**src/rtl/slip_mon_pkg.sv**
```systemverilog
package slip_mon_pkg;
   typedef enum logic [1:0] {
      VERD_NONE   = 2'd0,
      VERD_SLIP   = 2'd1,
      VERD_REPEAT = 2'd2
   } verdict_t;

   function automatic verdict_t classify(input logic had_update, input logic had_double);
      if (!had_update)     return VERD_SLIP;
      else if (had_double) return VERD_REPEAT;
      else                 return VERD_NONE;
   endfunction
endpackage

```
**src/rtl/lrclk_edge_qual.sv**
```systemverilog
module lrclk_edge_qual #(
   parameter int SYNC_STAGES = 2
) (
   input  logic clk,
   input  logic rst_n,
   input  logic lrck,
   input  logic lr_pol,
   output logic qual_edge
);
   logic [SYNC_STAGES-1:0] sync_q;
   logic                   last_q;

   generate
      if (SYNC_STAGES < 2) begin : g_bad_sync
         $error("SYNC_STAGES must be at least 2");
      end
   endgenerate

   always_ff @(posedge clk or negedge rst_n) begin
      if (!rst_n) begin
         sync_q <= '0;
         last_q <= 1'b0;
      end else begin
         sync_q <= {sync_q[SYNC_STAGES-2:0], lrck};
         last_q <= sync_q[SYNC_STAGES-1];
      end
   end

   // the polarity input picks which transition counts
   always_comb begin
      if (lr_pol) qual_edge = last_q & ~sync_q[SYNC_STAGES-1];
      else        qual_edge = ~last_q & sync_q[SYNC_STAGES-1];
   end
endmodule

```
**src/rtl/frame_window_track.sv**
```systemverilog
module frame_window_track (
   input  logic clk,
   input  logic rst_n,
   input  logic frame_stb,
   input  logic buf_upd,
   input  logic qual_edge,
   output logic snap_upd,
   output logic snap_double
);
   logic upd_any_q;
   logic edge_since_q;
   logic double_q;

   always_ff @(posedge clk or negedge rst_n) begin
      if (!rst_n) begin
         upd_any_q    <= 1'b0;
         edge_since_q <= 1'b0;
         double_q     <= 1'b0;
         snap_upd     <= 1'b0;
         snap_double  <= 1'b0;
      end else if (frame_stb) begin
         snap_upd     <= upd_any_q;
         snap_double  <= double_q;
         upd_any_q    <= buf_upd;
         edge_since_q <= qual_edge & ~buf_upd;
         double_q     <= 1'b0;
      end else if (buf_upd) begin
         if (upd_any_q && !edge_since_q && !qual_edge) double_q <= 1'b1;
         upd_any_q    <= 1'b1;
         edge_since_q <= 1'b0;
      end else if (qual_edge) begin
         edge_since_q <= 1'b1;
      end
   end

   // a double update cannot be recorded inside a window that saw no update
   a_r4_double_needs_update: assert property (@(posedge clk) disable iff (!rst_n)
      double_q |-> upd_any_q);
endmodule

```
**src/rtl/slip_verdict_unit.sv**
```systemverilog
module slip_verdict_unit
   import slip_mon_pkg::*;
#(
   parameter int EVAL_DELAY = 4
) (
   input  logic clk,
   input  logic rst_n,
   input  logic frame_stb,
   input  logic snap_upd,
   input  logic snap_double,
   output logic slip_pulse,
   output logic repeat_pulse,
   output logic reuse_prev
);
   localparam int CNT_W = $clog2(EVAL_DELAY + 1);

   logic [CNT_W-1:0] dly_q;
   logic             primed_q;
   verdict_t         verd;

   generate
      if (EVAL_DELAY < 1) begin : g_bad_delay
         $error("EVAL_DELAY must be at least 1");
      end
   endgenerate

   assign verd = classify(snap_upd, snap_double);

   always_ff @(posedge clk or negedge rst_n) begin
      if (!rst_n) begin
         dly_q        <= '0;
         primed_q     <= 1'b0;
         slip_pulse   <= 1'b0;
         repeat_pulse <= 1'b0;
         reuse_prev   <= 1'b0;
      end else begin
         slip_pulse   <= 1'b0;
         repeat_pulse <= 1'b0;
         if (frame_stb) begin
            primed_q <= 1'b1;
            // the first preamble only opens a window
            if (primed_q) dly_q <= CNT_W'(EVAL_DELAY);
         end else if (dly_q != '0) begin
            dly_q <= dly_q - 1'b1;
            if (dly_q == CNT_W'(1)) begin
               slip_pulse   <= (verd == VERD_SLIP);
               repeat_pulse <= (verd == VERD_REPEAT);
               reuse_prev   <= (verd == VERD_SLIP);
            end
         end
      end
   end

   a_r3_pulses_exclusive: assert property (@(posedge clk) disable iff (!rst_n)
      $onehot0({slip_pulse, repeat_pulse}));
   a_r2_single_cycle: assert property (@(posedge clk) disable iff (!rst_n)
      (slip_pulse || repeat_pulse) |=> !(slip_pulse || repeat_pulse));
   a_r9_reuse_holds: assert property (@(posedge clk) disable iff (!rst_n)
      slip_pulse |=> reuse_prev);
endmodule

```
**src/rtl/frame_slip_monitor.sv**
```systemverilog
module frame_slip_monitor #(
   parameter int EVAL_DELAY  = 4,
   parameter int SYNC_STAGES = 2
) (
   input  logic clk,
   input  logic rst_n,
   input  logic frame_stb,
   input  logic buf_upd,
   input  logic lrck,
   input  logic lr_pol,
   input  logic stat_rd,
   output logic slip_evt_flag,
   output logic reuse_prev,
   output logic slip_pulse,
   output logic repeat_pulse
);
   logic qual_edge;
   logic snap_upd;
   logic snap_double;
   logic any_evt;

   lrclk_edge_qual #(.SYNC_STAGES(SYNC_STAGES)) u_edge (
      .clk(clk), .rst_n(rst_n), .lrck(lrck), .lr_pol(lr_pol), .qual_edge(qual_edge)
   );

   frame_window_track u_track (
      .clk(clk), .rst_n(rst_n), .frame_stb(frame_stb), .buf_upd(buf_upd),
      .qual_edge(qual_edge), .snap_upd(snap_upd), .snap_double(snap_double)
   );

   slip_verdict_unit #(.EVAL_DELAY(EVAL_DELAY)) u_verd (
      .clk(clk), .rst_n(rst_n), .frame_stb(frame_stb), .snap_upd(snap_upd),
      .snap_double(snap_double), .slip_pulse(slip_pulse),
      .repeat_pulse(repeat_pulse), .reuse_prev(reuse_prev)
   );

   assign any_evt = slip_pulse | repeat_pulse;

   // sticky flag, a new event outranks a read in the same cycle
   always_ff @(posedge clk or negedge rst_n) begin
      if (!rst_n)       slip_evt_flag <= 1'b0;
      else if (any_evt) slip_evt_flag <= 1'b1;
      else if (stat_rd) slip_evt_flag <= 1'b0;
   end

   a_r7_flag_sets: assert property (@(posedge clk) disable iff (!rst_n)
      any_evt |=> slip_evt_flag);
   a_r7_rise_has_cause: assert property (@(posedge clk) disable iff (!rst_n)
      $rose(slip_evt_flag) |-> $past(any_evt));
   a_r7_read_clears: assert property (@(posedge clk) disable iff (!rst_n)
      (stat_rd && !any_evt) |=> !slip_evt_flag);
   a_r8_event_wins: assert property (@(posedge clk) disable iff (!rst_n)
      (stat_rd && any_evt) |=> slip_evt_flag);
endmodule

```
**config.mk**
```make
export PLATFORM = sky130hd
export DESIGN_NAME = frame_slip_monitor
export DESIGN_NICKNAME = d
export VERILOG_FILES = /design/src/rtl/slip_mon_pkg.sv /design/src/rtl/lrclk_edge_qual.sv /design/src/rtl/frame_window_track.sv /design/src/rtl/slip_verdict_unit.sv /design/src/rtl/frame_slip_monitor.sv
export SDC_FILE = /design/constraint.sdc
export NUM_CORES = 1
export LEC_CHECK = 0
export BUFFER_PORTS_ARGS = -buffer_cell sky130_fd_sc_hd__buf_4
export CELL_PAD_IN_SITES_DETAIL_PLACEMENT = 0
export CELL_PAD_IN_SITES_GLOBAL_PLACEMENT = 2
export CORE_MARGIN = 2
export CORE_UTILIZATION = 38
export CTS_BUF_LIST = sky130_fd_sc_hd__clkbuf_8
export DETAILED_ROUTE_END_ITERATION = 10
export GPL_ROUTABILITY_DRIVEN = 0
export PLACE_DENSITY_LB_ADDON = 0.1
export SLEW_MARGIN = 20
export SYNTH_ARGS = -nofsm -noshare
export SYNTH_HDL_FRONTEND = slang
export SYNTH_HIERARCHICAL = 1
export SYNTH_SLANG_ARGS = --single-unit
```
**constraint.sdc**
```tcl
create_clock -name clk -period 1.8 [get_ports clk]
set_clock_uncertainty 0.15 [all_clocks]
set_input_delay 0.18 -clock clk [delete_from_list [all_inputs] [get_ports clk]]
set_output_delay 0.18 -clock clk [all_outputs]
set_load 0.01 [all_outputs]
```
==> metrics.md <==
| Metric | Value |
|---|---|
| Outcome | complete, no violations |
| Post-DRT Antenna Nets | 0 |
| Final nets | 85 |
| Area grow syn2layout | 29.0% |
| Sw Share | 0.258 |
| Worst stage delay on the critical path | 0.61 ns |
| Leakage | 0.412 nW |
| DRC viols | 0 |
| Min-delay worst type | in2reg |
| Most frequent cells in the layout | 16 x dfrtp_1, 10 x buf_4, 6 x inv_1 |
| Gr usage total | 0.126 |
| Clk slew on worst S/H paths | 0.06 ns |
| Vias in the first global route | 449 |
| Final period util | 0.934 |
| Clock Power Share | 0.316 |
| First-pass GRT wire length | 1860 µm |
| CP Class | reg2reg |
| Met3 global-route usage | 0.0346 |
| Yosys cell types | 23 |
| Max-Cap Viols | 0 |
| Setup TNS | 0 ns |
| Biggest register | u_verd/dly_q |
| N_diodes | 0 |
| Die span in y | 46.8 µm |
| Final HPWL DP | 793 µm |
| Routed via count | 467 |
| Grt ovf | 0 |
| Final Critical Period | 1.68 ns |
| Startpoint Class | flop |
| Commonest non-fill, non-tap cell in the layout | dfrtp_1 |
| Die Span X | 46.8 µm |
| Flops & latches, synth | 16 |
| Final Util | 0.519 |
| RSZ-0062 raised after global routing | false |
| Internal | 0.724 mW |
| Post-Synthesis Net Count | 66 |
| Initial antenna violation count | 0 |
| Max FO, Critical Path | 5 |
| FP Rows | 15 |
| Max clock buf depth | 2 |
| # IOs | 11 |
| CP Data Required Time | 1.81 ns |
| Post-Syn Area per Cell | 12.4 µm² |
| Starting density of the core | 0.402 |
| Non-Filler Instances | 99 |
| Sequential Power Share | 0.469 |
| Switch Pwr | 0.252 mW |
| Number of DRC markers in iteration 0 | 1 |
| Top flop regs | u_verd/dly_q (3), u_edge/sync_q (2) |
| Total CTS buffers | 3 |
| First-pass iteration count of the detailed router | 3 |
| Synth area leaders | dfrtp_1 58%, ha_1 5.4%, or4bb_2 3.6% |
| GR peak layer | met2 |
| Die ar. | 2190 µm² |
| Peak Freq | 595 MHz |
| Synthesized area | 694 µm² |
| Post-synth top area share | 0.577 |
| Cell Count Post-Placement | 91 |
| Fillers | 171 |
| CTS tree | yes |
| Post-CTS sizing | 0 |
| Routed len/inst | 11.1 µm |
| Drt via density | 4.72 |
| Seq/Total Area, Yosys | 0.577 |
| Pins over their slew limit | 0 |
| Slew margin rel. | 0.862 |
| Combinational share of power | 0.215 |
| Post-Synthesis Cells | 56 |
| Layout cell share with drive strength beyond 1 | 0.311 |
| Max reg flops | 3 |
| Root Buffer | clkbuf_8 |
| Core ar. | 1730 µm² |
| Final hold vios | 0 |
| Wirelength, routed | 1100 µm |
| Critical-path cell list | inv_1, ha_1, or4bb_2, o211ai_1 |
| CTS sink cnt | 16 |
| CP max stage cell | or4bb_2 |
| GRT met2 Usage | 0.192 |
| Met1 Use GR | 0.158 |
| Cell taking the most area after synthesis | dfrtp_1 |
| Pwr/cell area | 1090 nW/µm² |
| Crit path capture type | flop |
| Largest net degree at the start of global routing | 17 |
| Crit path DAT | 1.69 ns |
| Design Power | 0.975 mW |
| Clk_lat worst skew | 0.24 ns |
| IO buf count | 10 |
| Synth Warn # | 6 |
| VDD IR max | 507 µV |
| H-tree Lvls | 1 |
| Hold WS | 0.0695 ns |
| Actual slew at the worst max-slew pin | 0.206 ns |
| Final setup violation count | 0 |
-- area by class of cell --
cell class	instances	area [µm²]	area share
multi-input combinational	34	272	0.303
clock buffer	4	55.1	0.0615
timing repair buffer	14	115	0.128
inverter	6	22.5	0.0251
sequential	16	400	0.447
tap	25	31.3	0.0349
-- cells in the mapped netlist --
| cell | instances |
|---|---|
| ha_1 | 3 |
| mux2_2 | 2 |
| o21ai_1 | 1 |
| o21ai_2 | 1 |
| nor2b_1 | 1 |
| and4bb_1 | 1 |
| inv_1 | 6 |
| or4b_1 | 1 |
| a21o_1 | 1 |
| or2_2 | 3 |
| nand2_1 | 1 |
| dfrtp_1 | 16 |
| nor2_1 | 3 |
| or4b_4 | 1 |
| or4bb_2 | 2 |
| o211ai_1 | 2 |
| nand2b_1 | 3 |
| o21a_1 | 1 |
| nand3b_1 | 3 |
| mux2i_1 | 1 |
| o21ai_0 | 1 |
| a21oi_1 | 1 |
| nand3_1 | 1 |
-- power groups by stage --
| stage | registers, mW | logic [mW] | clock network (mW) |
|---|---|---|---|
| after floorplan | 0.459 | 0.133 | 0 |
| after global placement | 0.463 | 0.208 | 0 |
| after detailed placement | 0.463 | 0.206 | 0 |
| after CTS | 0.457 | 0.213 | 0.322 |
| after global routing | 0.466 | 0.239 | 0.340 |
| final | 0.458 | 0.209 | 0.308 |
-- per-layer routing --
layer / routed length (µm) / share of wire / vias up
li1: - / - / 226
met1: 538 / 0.49 / 232
met2: 510 / 0.47 / 9
met3: 47 / 0.043 / 0
met4: 0 / 0 / 0
met5: 0 / 0 / -
-- metrics by stage --
stage	instance area, µm²	worst slack, ns
final	896	0.118
after global routing	896	0.0301
after CTS	896	0.119
after detailed placement	801	0.129
after global placement	801	0.134
after floorplan	694	0.221
-- critical path, delay by kind of cell, from the launching register on --
| family | cells | cell delay [ns] |
|---|---|---|
| AND/OR/NAND/NOR | 1 | 0.61 |
| flip-flops | 1 | 0.42 |
| buffers and inverters | 1 | 0.10 |
| AO/OA/AOI/OAI | 1 | 0.10 |
| adder cells (fa/ha/maj) | 1 | 0.21 |
-- worst paths after layout --
check	cells after the start	slack (ns)	startpoint	end
worst max-delay path	4	0.12	u_verd/dly_q[0]$_DFFE_PN0P_	u_verd/dly_q[0]$_DFFE_PN0P_
worst min-delay path	4	0.07	lr_pol	u_track/edge_since_q$_DFFE_PN0P_
worst max register to register	4	0.12	u_verd/dly_q[0]$_DFFE_PN0P_	u_verd/dly_q[0]$_DFFE_PN0P_
worst min register to register	0	0.20	u_edge/sync_q[0]$_DFF_PN0_	u_edge/sync_q[1]$_DFF_PN0_
max in group asynchronous	2	1.13	rst_n	u_verd/dly_q[0]$_DFFE_PN0P_
min in group asynchronous	2	0.19	rst_n	u_track/double_q$_DFFE_PN0P_
-- logic make-up (layout without fill, tap and decap cells) --
group,count (synthesis),count (layout),synth area share
multiplexers,3,3,0.0468
adder cells (fa/ha/maj),3,3,0.0541
flip-flops,16,16,0.577
buffers and inverters,6,24,0.0324
AO/OA/AOI/OAI,8,8,0.0775
AND/OR/NAND/NOR,20,20,0.213
-- repair_timing --
item                                   in CTS  in global routing
hold buffers                                4                  0
endpoints found under the hold margin      20                  0
buffers inserted                            0                  0
Note: power is estimated with default switching activity, not from simulation.
